===== src/rtl/ext_irq_pkg.sv =====
package ext_irq_pkg;
  localparam int REG_W   = 32;
  localparam int ADDR_W  = 9;
  localparam int SENSE_W = 6;
  localparam int IDX_W   = 5;

  localparam logic [ADDR_W-1:0] OFS_REQ    = 9'h000;
  localparam logic [ADDR_W-1:0] OFS_EN_CLR = 9'h004;
  localparam logic [ADDR_W-1:0] OFS_EN_SET = 9'h008;
  localparam logic [ADDR_W-1:0] OFS_DET    = 9'h100;

  // one-hot sense bit positions
  localparam int SB_LOW  = 0;
  localparam int SB_HIGH = 1;
  localparam int SB_FALL = 2;
  localparam int SB_RISE = 3;

  function automatic logic sense_hit(logic [SENSE_W-1:0] cfg, logic cur, logic prev);
    return (cfg[SB_LOW]  & ~cur)
         | (cfg[SB_HIGH] &  cur)
         | (cfg[SB_FALL] &  prev & ~cur)
         | (cfg[SB_RISE] &  cur  & ~prev);
  endfunction

  function automatic logic is_edge(logic [SENSE_W-1:0] cfg);
    return cfg[SB_FALL] | cfg[SB_RISE];
  endfunction

  function automatic logic is_level(logic [SENSE_W-1:0] cfg);
    return cfg[SB_LOW] | cfg[SB_HIGH];
  endfunction
endpackage


===== src/rtl/ext_irq_sync.sv =====
module ext_irq_sync #(
  parameter int W = 32
) (
  input  logic         clk,
  input  logic         rst_n,
  input  logic [W-1:0] async_in,
  output logic [W-1:0] sync_out
);
  logic [W-1:0] meta_q;

  always_ff @(posedge clk) begin
    if (!rst_n) begin
      meta_q   <= '0;
      sync_out <= '0;
    end else begin
      meta_q   <= async_in;
      sync_out <= meta_q;
    end
  end
endmodule


===== src/rtl/ext_irq_line.sv =====
module ext_irq_line
  import ext_irq_pkg::*;
(
  input  logic               clk,
  input  logic               rst_n,
  input  logic               sync_in,
  input  logic               cfg_we,
  input  logic [SENSE_W-1:0] cfg_wdata,
  input  logic               clr,
  output logic [SENSE_W-1:0] cfg_q,
  output logic               det_q,
  output logic               hit,
  output logic               edge_mode,
  output logic               level_mode
);
  logic prev_q;

  assign hit        = sense_hit(cfg_q, sync_in, prev_q);
  assign edge_mode  = is_edge(cfg_q);
  assign level_mode = is_level(cfg_q);

  always_ff @(posedge clk) begin
    if (!rst_n) begin
      cfg_q  <= '0;
      prev_q <= 1'b0;
      det_q  <= 1'b0;
    end else begin
      prev_q <= sync_in;
      if (cfg_we) cfg_q <= cfg_wdata;
      // a new event beats a clear in the same cycle; only edge modes hold
      det_q <= hit | (det_q & edge_mode & ~clr);
    end
  end
endmodule


===== src/rtl/ext_irq_ctrl.sv =====
module ext_irq_ctrl
  import ext_irq_pkg::*;
#(
  parameter int NUM_LINES = 32
) (
  input  logic                 clk,
  input  logic                 rst_n,
  input  logic [ADDR_W-1:0]    bus_addr,
  input  logic                 bus_wr,
  input  logic [REG_W-1:0]     bus_wdata,
  output logic [REG_W-1:0]     bus_rdata,
  input  logic [NUM_LINES-1:0] irq_pins,
  output logic [NUM_LINES-1:0] irq_out
);
  logic [NUM_LINES-1:0] pin_sync;
  logic [NUM_LINES-1:0] en_q;
  logic [NUM_LINES-1:0] det_vec, hit_vec, edge_vec, level_vec;
  logic [NUM_LINES-1:0] en_set_vec, en_clr_vec, det_clr_vec;
  logic [SENSE_W-1:0]   cfg_arr [NUM_LINES];

  logic             hit_req, hit_en_clr, hit_en_set, hit_det, hit_cfg;
  logic [IDX_W-1:0] cfg_idx;

  assign hit_req    = (bus_addr == OFS_REQ);
  assign hit_en_clr = (bus_addr == OFS_EN_CLR);
  assign hit_en_set = (bus_addr == OFS_EN_SET);
  assign hit_det    = (bus_addr == OFS_DET);
  assign hit_cfg    = (bus_addr[8:7] == 2'b11) && (bus_addr[1:0] == 2'b00);
  assign cfg_idx    = bus_addr[6:2];

  assign en_set_vec  = (bus_wr && hit_en_set) ? bus_wdata[NUM_LINES-1:0] : '0;
  assign en_clr_vec  = (bus_wr && hit_en_clr) ? bus_wdata[NUM_LINES-1:0] : '0;
  assign det_clr_vec = (bus_wr && hit_det)    ? bus_wdata[NUM_LINES-1:0] : '0;

  ext_irq_sync #(.W(NUM_LINES)) sync_i (
    .clk(clk), .rst_n(rst_n), .async_in(irq_pins), .sync_out(pin_sync)
  );

  for (genvar g = 0; g < NUM_LINES; g++) begin : g_line
    ext_irq_line line_i (
      .clk(clk),
      .rst_n(rst_n),
      .sync_in(pin_sync[g]),
      .cfg_we(bus_wr && hit_cfg && (cfg_idx == IDX_W'(g))),
      .cfg_wdata(bus_wdata[SENSE_W-1:0]),
      .clr(det_clr_vec[g]),
      .cfg_q(cfg_arr[g]),
      .det_q(det_vec[g]),
      .hit(hit_vec[g]),
      .edge_mode(edge_vec[g]),
      .level_mode(level_vec[g])
    );
  end

  always_ff @(posedge clk) begin
    if (!rst_n) en_q <= '0;
    else        en_q <= (en_q | en_set_vec) & ~en_clr_vec;
  end

  assign irq_out = det_vec & en_q;

  always_comb begin
    bus_rdata = '0;
    if (hit_req)         bus_rdata = REG_W'(irq_out);
    else if (hit_en_clr) bus_rdata = REG_W'(en_q);
    else if (hit_det)    bus_rdata = REG_W'(det_vec);
    else if (hit_cfg && (32'(cfg_idx) < NUM_LINES))
                         bus_rdata = REG_W'(cfg_arr[cfg_idx]);
  end
endmodule


===== config.mk =====
export PLATFORM = sky130hd
export DESIGN_NAME = ext_irq_ctrl
export DESIGN_NICKNAME = d
export VERILOG_FILES = /design/src/rtl/ext_irq_pkg.sv /design/src/rtl/ext_irq_sync.sv /design/src/rtl/ext_irq_line.sv /design/src/rtl/ext_irq_ctrl.sv
export SDC_FILE = /design/constraint.sdc
export NUM_CORES = 1
export LEC_CHECK = 0
export BUFFER_PORTS_ARGS = -buffer_cell sky130_fd_sc_hd__buf_2
export CAP_MARGIN = 25
export CORE_ASPECT_RATIO = 1.2
export CORE_MARGIN = 2
export CORE_UTILIZATION = 45
export CTS_CLUSTER_DIAMETER = 120
export CTS_CLUSTER_SIZE = 24
export DETAILED_ROUTE_END_ITERATION = 8
export GPL_TIMING_DRIVEN = 0
export SLEW_MARGIN = 40
export SYNTH_ARGS = -nofsm -noshare
export SYNTH_HDL_FRONTEND = slang
export SYNTH_SLANG_ARGS = --single-unit
export TNS_END_PERCENT = 10

===== constraint.sdc =====
create_clock -name clk -period 3.1 [get_ports clk]
set_input_delay 0.155 -clock clk [delete_from_list [all_inputs] [get_ports clk]]
set_output_delay 0.155 -clock clk [all_outputs]
set_load 0.02 [all_outputs]

==> impl_summary.md, run 1 <==
Status
The flow ran to the end, and the final reports show no timing, DRC or antenna violations.

Clock network
The number of clock sinks is 352. The later pin in the worst-skew pair is clocked with a latency of about 0.55 ns. The setup fix buffers added after clock tree synthesis is 0. CTS built an H-tree with a depth of 1. The number of buffers created by CTS is 18. TritonCTS built the clock tree. No sink is reached through more buffers than the 3 on the longest clock path. The total of cells resized after clock tree synthesis is 0.

The tree is rooted in a sky130_fd_sc_hd__clkbuf_16. The clock transition time at the flip-flop clock pins of the worst setup and hold paths is 0.10 ns.

Worst setup path
In this run the critical register-to-register path is launched from g_line[1].line_i.cfg_q[3]$_SDFFE_PN0P_. For the worst setup path, the data arrival time is 2.74 ns. The maximum fanout encountered on the critical timing path is 4. The category of the worst setup path launch point is a flop. The category of the most critical setup path is reg -> out. The most critical setup path has its startpoint at g_line[30].line_i.cfg_q[3]$_SDFFE_PN0P_. Data on the critical path is required at its endpoint by approximately 2.9 ns. The worst setup path is captured at a primary output.

In this run the register-to-register setup slack is 2.04 ns.

STA
Dividing the final minimum period by the clock period gives 93.4%. The maximum achievable frequency is 345 MHz. The clock period minus final worst setup slack is 2.90 ns. The smallest setup slack after layout is approximately 0.20 ns. Setup repair after global routing left no endpoint under its margin. Setup violations remaining at the end of the flow were counted as 0.

At the pin with the least slew margin, the transition time is approximately 0.88 ns. The count of final max-slew check failures was 0. The setup skew after layout is 0.0273 ns. The accumulated negative setup slack is 0 ns.

The number of failing hold endpoints at the final stage is 0. In this run the tightest slew margin relative to its limit is 41.1%.

Layout
The number of fill cells is 3144. The post-layout utilization of the core is 52.2%. The count of cells in the finished layout, fillers not included, comes to 2328. The number of inserted diodes is 0. The post-layout net count is 1992.

The area added between synthesis and finish is 15.0%. In the final layout, the share of cells above drive strength 1 is 12.5%.

Synth
The Yosys step of the flow raised 0 warnings. Counting flops and latches in the post-synthesis netlist gives around 350. The netlist area before placement is approximately 15000 um2.

Of all flip-flops after synthesis, the portion carrying an async set or reset was 0%. The synthesized netlist net count is 1784. The register area share after synthesis is 47.2%.

The average instance in the mapped netlist occupies 8.74 um2. After technology mapping, the gate count stands at 1708. The most common flop cell mapped by yosys is sky130_fd_sc_hd__dfxtp_1. The synthesized design contains 0 enable-type register cells. The number of distinct standard cells referenced by the synthesized netlist is 47.

Power
The part of the power in registers is 58.4%. Net switching is 25.2% of the power. Summed over all nets, the switching power comes to 1.99 mW. The total power is 7.90 mW. IR analysis of the VDD net gives a maximum drop of roughly 0.32 mV. The power per cell area is 460 nW/um2. The static leakage is just over 6 nW. The fraction of power consumed by the clock network is 33.3%. The internal portion of the total power is just under 6 mW. The portion of total power attributed to combinational logic is ~8.3%.

Routing
The number of remaining DRC errors is 0. Detailed routing inserted a total of 13918 vias. The number of nets with antenna violations after routing is 0. In the routed layout, each cell is associated on average with a via count of roughly 6.0. The routed wirelength normalized by instance count is between 20 and 25 um.

The detailed router finished its first iteration with 1339 violations. The routed design has ~53000 um of wire. The total iterations of the first detailed-routing run is 5.

Global route
The wire length of the first global-routing pass is 79000 um. The initial antenna violation count is 1. The via count of the first global-routing pass is about 13000. After global routing the overflow that remains totals 0. Entering global routing, the biggest net connects 25 pins.

The global routing usage summed across all routing layers is between 30% and 40%.

Run
The number of maximum-capacitance constraint violations is 0.

Floorplanning
In this run the horizontal extent of the chip is 170 um. The die covers approximately 35000 um2. In this run the standard cell core region covers 32900 um2.

The floorplan has 73 rows. The vertical die dimension is ~200 um. In this run the count of I/O pins placed on the die edge is 140. For this configuration, the core starts out at a cell density of 45.4%.

Min path
The tightest min-delay check is of the in -> reg type. The worst hold path startpoint is bus_addr[8].

Placement
After legalization and detailed placement, the total HPWL measured 38300 um. The placed cell count is 2250. The port buffer count is about 130. The post-place setup slack is 0.414 ns. Routability-driven placement finished with a final weighted congestion of 0.966.
## cells in the mapped netlist, types with 2 or more instances
| library cell | instances | area (um2) |
|---|---|---|
| sky130_fd_sc_hd__dfxtp_1 | 352 | 7050 |
| sky130_fd_sc_hd__a21oi_1 | 302 | 1510 |
| sky130_fd_sc_hd__nand2_1 | 175 | 657 |
| sky130_fd_sc_hd__o21ai_0 | 152 | 761 |
| sky130_fd_sc_hd__and2_1 | 129 | 807 |
| sky130_fd_sc_hd__clkbuf_1 | 105 | 394 |
| sky130_fd_sc_hd__nor2_1 | 80 | 300 |
| sky130_fd_sc_hd__a211oi_1 | 64 | 480 |
| sky130_fd_sc_hd__o21ai_1 | 52 | 260 |
| sky130_fd_sc_hd__mux2i_1 | 50 | 500 |
| sky130_fd_sc_hd__o22ai_1 | 36 | 225 |
| sky130_fd_sc_hd__inv_1 | 33 | 124 |
| sky130_fd_sc_hd__mux4_2 | 33 | 743 |
| sky130_fd_sc_hd__o21a_1 | 32 | 240 |
| sky130_fd_sc_hd__buf_2 | 23 | 115 |
| sky130_fd_sc_hd__buf_6 | 9 | 101 |
| sky130_fd_sc_hd__nand4_1 | 7 | 43.8 |
| sky130_fd_sc_hd__mux2_2 | 6 | 67.6 |
| sky130_fd_sc_hd__a221oi_1 | 5 | 43.8 |
| sky130_fd_sc_hd__a22o_1 | 5 | 43.8 |
| sky130_fd_sc_hd__nand2b_1 | 5 | 31.3 |
| sky130_fd_sc_hd__nor2b_1 | 5 | 31.3 |
| sky130_fd_sc_hd__o32ai_1 | 5 | 43.8 |
| sky130_fd_sc_hd__a2111oi_2 | 4 | 60.1 |
| sky130_fd_sc_hd__buf_1 | 4 | 15.0 |
| sky130_fd_sc_hd__mux2_1 | 4 | 45.0 |
| sky130_fd_sc_hd__nand3_1 | 4 | 20.0 |
| sky130_fd_sc_hd__nor3_2 | 3 | 30.0 |
| sky130_fd_sc_hd__a22oi_1 | 2 | 15.0 |
| sky130_fd_sc_hd__buf_4 | 2 | 15.0 |
| sky130_fd_sc_hd__inv_2 | 2 | 7.51 |
| sky130_fd_sc_hd__nor4_1 | 2 | 12.5 |
| sky130_fd_sc_hd__or2_1 | 2 | 12.5 |
## critical path, cell delays in order, from the launching register on
cell                       delay [ns]
sky130_fd_sc_hd__dfxtp_1         0.39
sky130_fd_sc_hd__mux4_2          0.47
sky130_fd_sc_hd__mux2_2          0.31
sky130_fd_sc_hd__a221oi_1        0.59
sky130_fd_sc_hd__o32ai_1         0.25
sky130_fd_sc_hd__buf_2           0.21
## kinds of logic (layout without fill, tap and decap cells)
logic type	Yosys count	count (layout)	share of synthesized area, %
compound gates	667	667	25.1
simple gates	418	418	13.4
flops	352	352	47.2
buf+inv	178	386	5.17
mux	93	93	9.08
## cell usage in the layout (no fill, tap or decap), types with 2 or more instances in the layout
cell type / count
sky130_fd_sc_hd__a211oi_1: 64
sky130_fd_sc_hd__or2_1: 2
sky130_fd_sc_hd__o32ai_1: 5
sky130_fd_sc_hd__dlygate4sd3_1: 58
sky130_fd_sc_hd__a2111oi_2: 4
sky130_fd_sc_hd__mux2i_1: 50
sky130_fd_sc_hd__clkbuf_16: 19
sky130_fd_sc_hd__o21a_1: 32
sky130_fd_sc_hd__a21oi_1: 302
sky130_fd_sc_hd__mux4_2: 33
sky130_fd_sc_hd__nand4_1: 7
sky130_fd_sc_hd__o21ai_0: 152
sky130_fd_sc_hd__inv_1: 33
sky130_fd_sc_hd__nor4_1: 2
sky130_fd_sc_hd__nor2b_1: 5
sky130_fd_sc_hd__dfxtp_1: 352
sky130_fd_sc_hd__buf_4: 2
sky130_fd_sc_hd__o21ai_1: 52
sky130_fd_sc_hd__inv_2: 2
sky130_fd_sc_hd__a22oi_1: 2
sky130_fd_sc_hd__nand2_1: 175
sky130_fd_sc_hd__nor3_2: 3
sky130_fd_sc_hd__mux2_1: 4
sky130_fd_sc_hd__nor2_1: 80
sky130_fd_sc_hd__buf_2: 152
sky130_fd_sc_hd__nand3_1: 4
sky130_fd_sc_hd__clkbuf_1: 100
sky130_fd_sc_hd__and2_1: 129
sky130_fd_sc_hd__mux2_2: 6
sky130_fd_sc_hd__a22o_1: 5
sky130_fd_sc_hd__a221oi_1: 5
sky130_fd_sc_hd__nand2b_1: 5
sky130_fd_sc_hd__buf_1: 4
sky130_fd_sc_hd__clkbuf_2: 5
sky130_fd_sc_hd__buf_6: 10
sky130_fd_sc_hd__o22ai_1: 36
## power by group through the flow
stage	sequential [mW]	combinational (mW)	clock (mW)
after floorplan	4.71	0.326	0
after detailed placement	4.72	0.584	0
after global placement	4.72	0.578	0
final	4.62	0.653	2.63
after CTS	4.62	0.641	2.65
after global routing	4.62	0.686	2.83
## per-layer routing
| layer | global-route usage (%) | routed length (um) | vias up |
|---|---|---|---|
| met3 | 3.59 | 4110 | 116 |
| met2 | 50.1 | 25000 | 594 |
| met4 | 10.7 | 1960 | 2 |
| li1 | - | - | 6447 |
| met5 | 0 | 13 | - |
| met1 | 40.9 | 22400 | 6759 |
## flip-flops by register name, summed over array words and instances (netlist names)
| name | cells |
|---|---|
| g_line.line_i.cfg_q | 192 |
| en_q | 32 |
| g_line.line_i.det_q | 32 |
| g_line.line_i.prev_q | 32 |
| sync_i.meta_q | 32 |
| sync_i.sync_out | 32 |
## path summary, 6_finish.rpt
| check | endpoint | depth (start not counted) |
|---|---|---|
| setup / recovery | bus_rdata[3] | 5 |
| hold / removal | en_q[0]$_SDFF_PN0_ | 4 |
| setup reg to reg | g_line[1].line_i.det_q$_SDFF_PN0_ | 3 |
| hold reg to reg | sync_i.sync_out[17]$_SDFF_PN0_ | 1 |
## what timing repair did
item	4_1_cts	5_1_grt
hold endpoints to repair	81	0
endpoints found under the setup margin	0	0
hold buffers	58	0
## metrics by stage
stage	hold slack, ns	instance area (um2)
3_5_place_dp	0.363	16100
5_1_grt	0.155	17200
4_1_cts	0.136	17200
6_report	0.142	17200
3_3_place_gp	0.360	16100
2_1_floorplan	0.252	14900
## layout make-up
| class | count | area [um2] | share of cell area, % |
|---|---|---|---|
| Buffer | 143 | 647 | 3.77 |
| Clock buffer | 19 | 475 | 2.77 |
| Clock inverter | 1 | 8.76 | 0.0510 |
| Inverter | 35 | 131 | 0.765 |
| Multi-Input combinational cell | 1178 | 7120 | 41.4 |
| Sequential cell | 352 | 7050 | 41.0 |
| Tap cell | 412 | 515 | 3.00 |
| Timing Repair Buffer | 188 | 1240 | 7.20 |
Power figures use the tool's default switching activity.
==> inputs of run 2 (changes only) <==
Settings changed: CORE_UTILIZATION 45 to 64, PLACE_DENSITY set to 0.85.
==> run 2 against run 1 <==
  * Final cell count shrank 4.2%
  * Sequential power about the same
  * Maximum frequency increased by 1.7%
  * Sequential cell count unchanged
  * Die area fell by 29%
  * Clock power shrank 2%
  * Highest routed layer unchanged
==> impl_summary.md, run 2 (same netlist as run 1, synthesis figures left out) <==
Layout
The area growth from synthesis to layout is 14.1%. Cells with a size suffix above 1 make up 12.2% of the layout. More flip-flops sit in one register than any other, and that register is g_line.line_i.cfg_q. After the flow finishes, the layout carries non-filler instances totaling 2231. The commonest non-fill, non-tap cell in the layout is sky130_fd_sc_hd__dfxtp_1. Leaving out fill and tap cells, the most frequent cells in the layout are 352 x sky130_fd_sc_hd__dfxtp_1, 302 x sky130_fd_sc_hd__a21oi_1, 175 x sky130_fd_sc_hd__nand2_1, 152 x sky130_fd_sc_hd__buf_2, 152 x sky130_fd_sc_hd__o21ai_0. The number of flip-flops in the largest register is 192. The net count of the finished layout is approximately 2000.

Clock network
The buffer cell driving the clock tree root is sky130_fd_sc_hd__clkbuf_16. The later pin in the worst-skew pair is clocked with a latency of 0.53 ns. The clock transition time at the flip-flop clock pins of the worst setup and hold paths is roughly 0.11 ns. After clock tree synthesis, the setup repair step added 0 buffers. The clock tree from TritonCTS is built. In this run the number of H-tree levels came out at 1.

The number of clock sinks is around 350. The number of clock buffers added by TritonCTS is 18. The clock passes through at most 3 buffers.

Power
The power per cell area is 460 nW/um2. For this design the static power due to leakage is 6.17 nW. The maximum VDD drop is between 0.4 and 0.5 mV.

Global route
The first global-routing pass estimated 75500 um of wire. The initial antenna violation count came to 3. The via count of the first global-routing pass is 13702.

The global routing usage summed across all routing layers is approximately two fifths. The total congestion overflow after global routing is 0. Entering global routing, the biggest net connects 25 pins.

Floorplanning
The vertical die dimension is 171 um. The initial utilization of the core area, before any placement, comes to 64.8%. The number of top-level pins is 140. The floorplan has around 60 rows. After floorplanning, the core was sized to cover 23000 um2. In this run the horizontal extent of the chip is 143 um. The die covers between 20000 and 25000 um2.

Routing
Wires add up to 50400 um. Summing over every cut layer, the via total after detailed routing is 14575. The number of nets with antenna violations after routing is 0. The via density per instance is between 6 and 7. The number of remaining DRC errors is 0. The total iterations of the first detailed-routing run is 8. The number of violations reported at the end of detailed-routing iteration 0 is 2010. The routed wirelength normalized by instance count is 22.6 um.

STA
Setup repair after global routing left no endpoint under its margin. The clock period minus final worst setup slack is 2.85 ns. The count of final setup violators is 0. The setup skew after layout is 0.0145 ns.

The count of final max-slew check failures is 0. At the pin with the least slew margin, the transition time is 0.961 ns. The normalized max-slew margin is 35.9%. The worst path meets setup with 0.251 ns of slack. The final cycle utilization of the critical path is 91.9%. The accumulated negative setup slack is 0 ns.

The maximum achievable frequency is ~350 MHz. The number of failing hold endpoints at the final stage is 0.

Placement
The port buffer count is 129. The detailed placer's ending HPWL is 35200 um. The placed cell count is 2152. The post-place setup slack is 0.622 ns. The congestion estimate from routability-driven global placement came to 1.01.

Worst setup path
In this run the register-to-register setup slack is 2.10 ns. The critical path data required time is just under 3 ns. The maximum fanout encountered on the critical timing path is 4.

The critical path is of the reg -> out type. The stage delay of the slowest cell on the critical path is 0.55 ns. The worst-case reg-to-reg path depth is 3. The worst reg2reg path endpoint is g_line[30].line_i.det_q$_SDFF_PN0_. The kind of end point of the critical path is a primary output. The data arrival time of the worst path is about 2.7 ns. The worst register-to-register path begins at g_line[30].line_i.cfg_q[2]$_SDFFE_PN0P_. Walking the worst path, the cells encountered are mux4_2, mux2_2, a221oi_1, o32ai_1, buf_2. STA classifies the critical path startpoint as a flop. The highest-delay cell along the critical path is sky130_fd_sc_hd__a221oi_1.

Run
Max-cap violations in this run came to 0.

Min path
The type of the worst min-delay path is in -> reg. The endpoint of the worst hold path is g_line[13].line_i.cfg_q[5]$_SDFFE_PN0P_. In this run the most critical hold path is launched from bus_wdata[5]. Along the worst hold path, the cell count comes to 3.

Status
The run finished with clean final reports.
-- run 2: changes by cell type in the layout (fill, tap and decap cells not counted), sizes merged --
| cell | delta |
|---|---|
| buf | -1 |
| diode | +1 |
-- run 2: cell type report --
type | count | area [um2]
Clock buffer | 19 | 475
Fill cell | 1788 | 6010
Timing Repair Buffer | 187 | 1230
Tap cell | 315 | 394
Sequential cell | 352 | 7050
Clock inverter | 1 | 8.76
Antenna cell | 1 | 2.50
Inverter | 35 | 131
Buffer | 143 | 641
Multi-Input combinational cell | 1178 | 7110
-- run 2: timing repair --
action,4_1_cts,5_1_grt
hold buffers,58,0
resized for setup,0,0
endpoints found under the hold margin,63,0
-- run 2: worst max path at each step --
stage                                       startpoint      endpoint  slack [ns]  cells past startpoint
2_1_floorplan                              bus_addr[2]  bus_rdata[0]        1.21                      8
3_3_place_gp                               bus_addr[2]  bus_rdata[2]        0.67                      8
3_5_place_dp                               bus_addr[2]  bus_rdata[3]        0.62                      8
4_1_cts        g_line[11].line_i.cfg_q[0]$_SDFFE_PN0P_  bus_rdata[0]        0.37                      5
5_1_grt        g_line[31].line_i.cfg_q[3]$_SDFFE_PN0P_  bus_rdata[3]        0.27                      5
6_report       g_line[31].line_i.cfg_q[3]$_SDFFE_PN0P_  bus_rdata[3]        0.25                      5
-- run 2: through the flow --
stage	cell area [um2]	util (%)	hold WS (ns)	power, mW
detailed placement	16000	69.3	0.365	5.28
global route	17000	73.9	0.168	8.01
CTS	17000	73.9	0.132	7.78
global placement	16000	69.3	0.359	5.26
finish	17000	73.9	0.164	7.85
floorplan	14900	-	0.252	5.03
-- run 2: layer usage --
metal | share of wire (%) | global-route usage (%) | vias up | wire [um]
li1 | - | - | 6440 | -
met1 | 36 | 51.1 | 6846 | 18200
met2 | 45 | 64.1 | 1042 | 22700
met3 | 12 | 7.21 | 245 | 5990
met4 | 6.8 | 24.0 | 2 | 3440
met5 | 0.028 | 0 | - | 14
-- run 2: worst max-delay path, delay by kind of cell, from the launching register on --
| kind | cells | cell delay (ns) |
|---|---|---|
| mux | 2 | 0.78 |
| buf+inv | 1 | 0.23 |
| compound gates | 2 | 0.79 |
| flops | 1 | 0.37 |
-- run 2: power by group --
group	internal [mW]	switching, mW	leakage [nW]	total (mW)
sequential	4.58	0.0361	2.85	4.62
combinational	0.220	0.426	3.08	0.646
clock	1.11	1.48	0.239	2.58
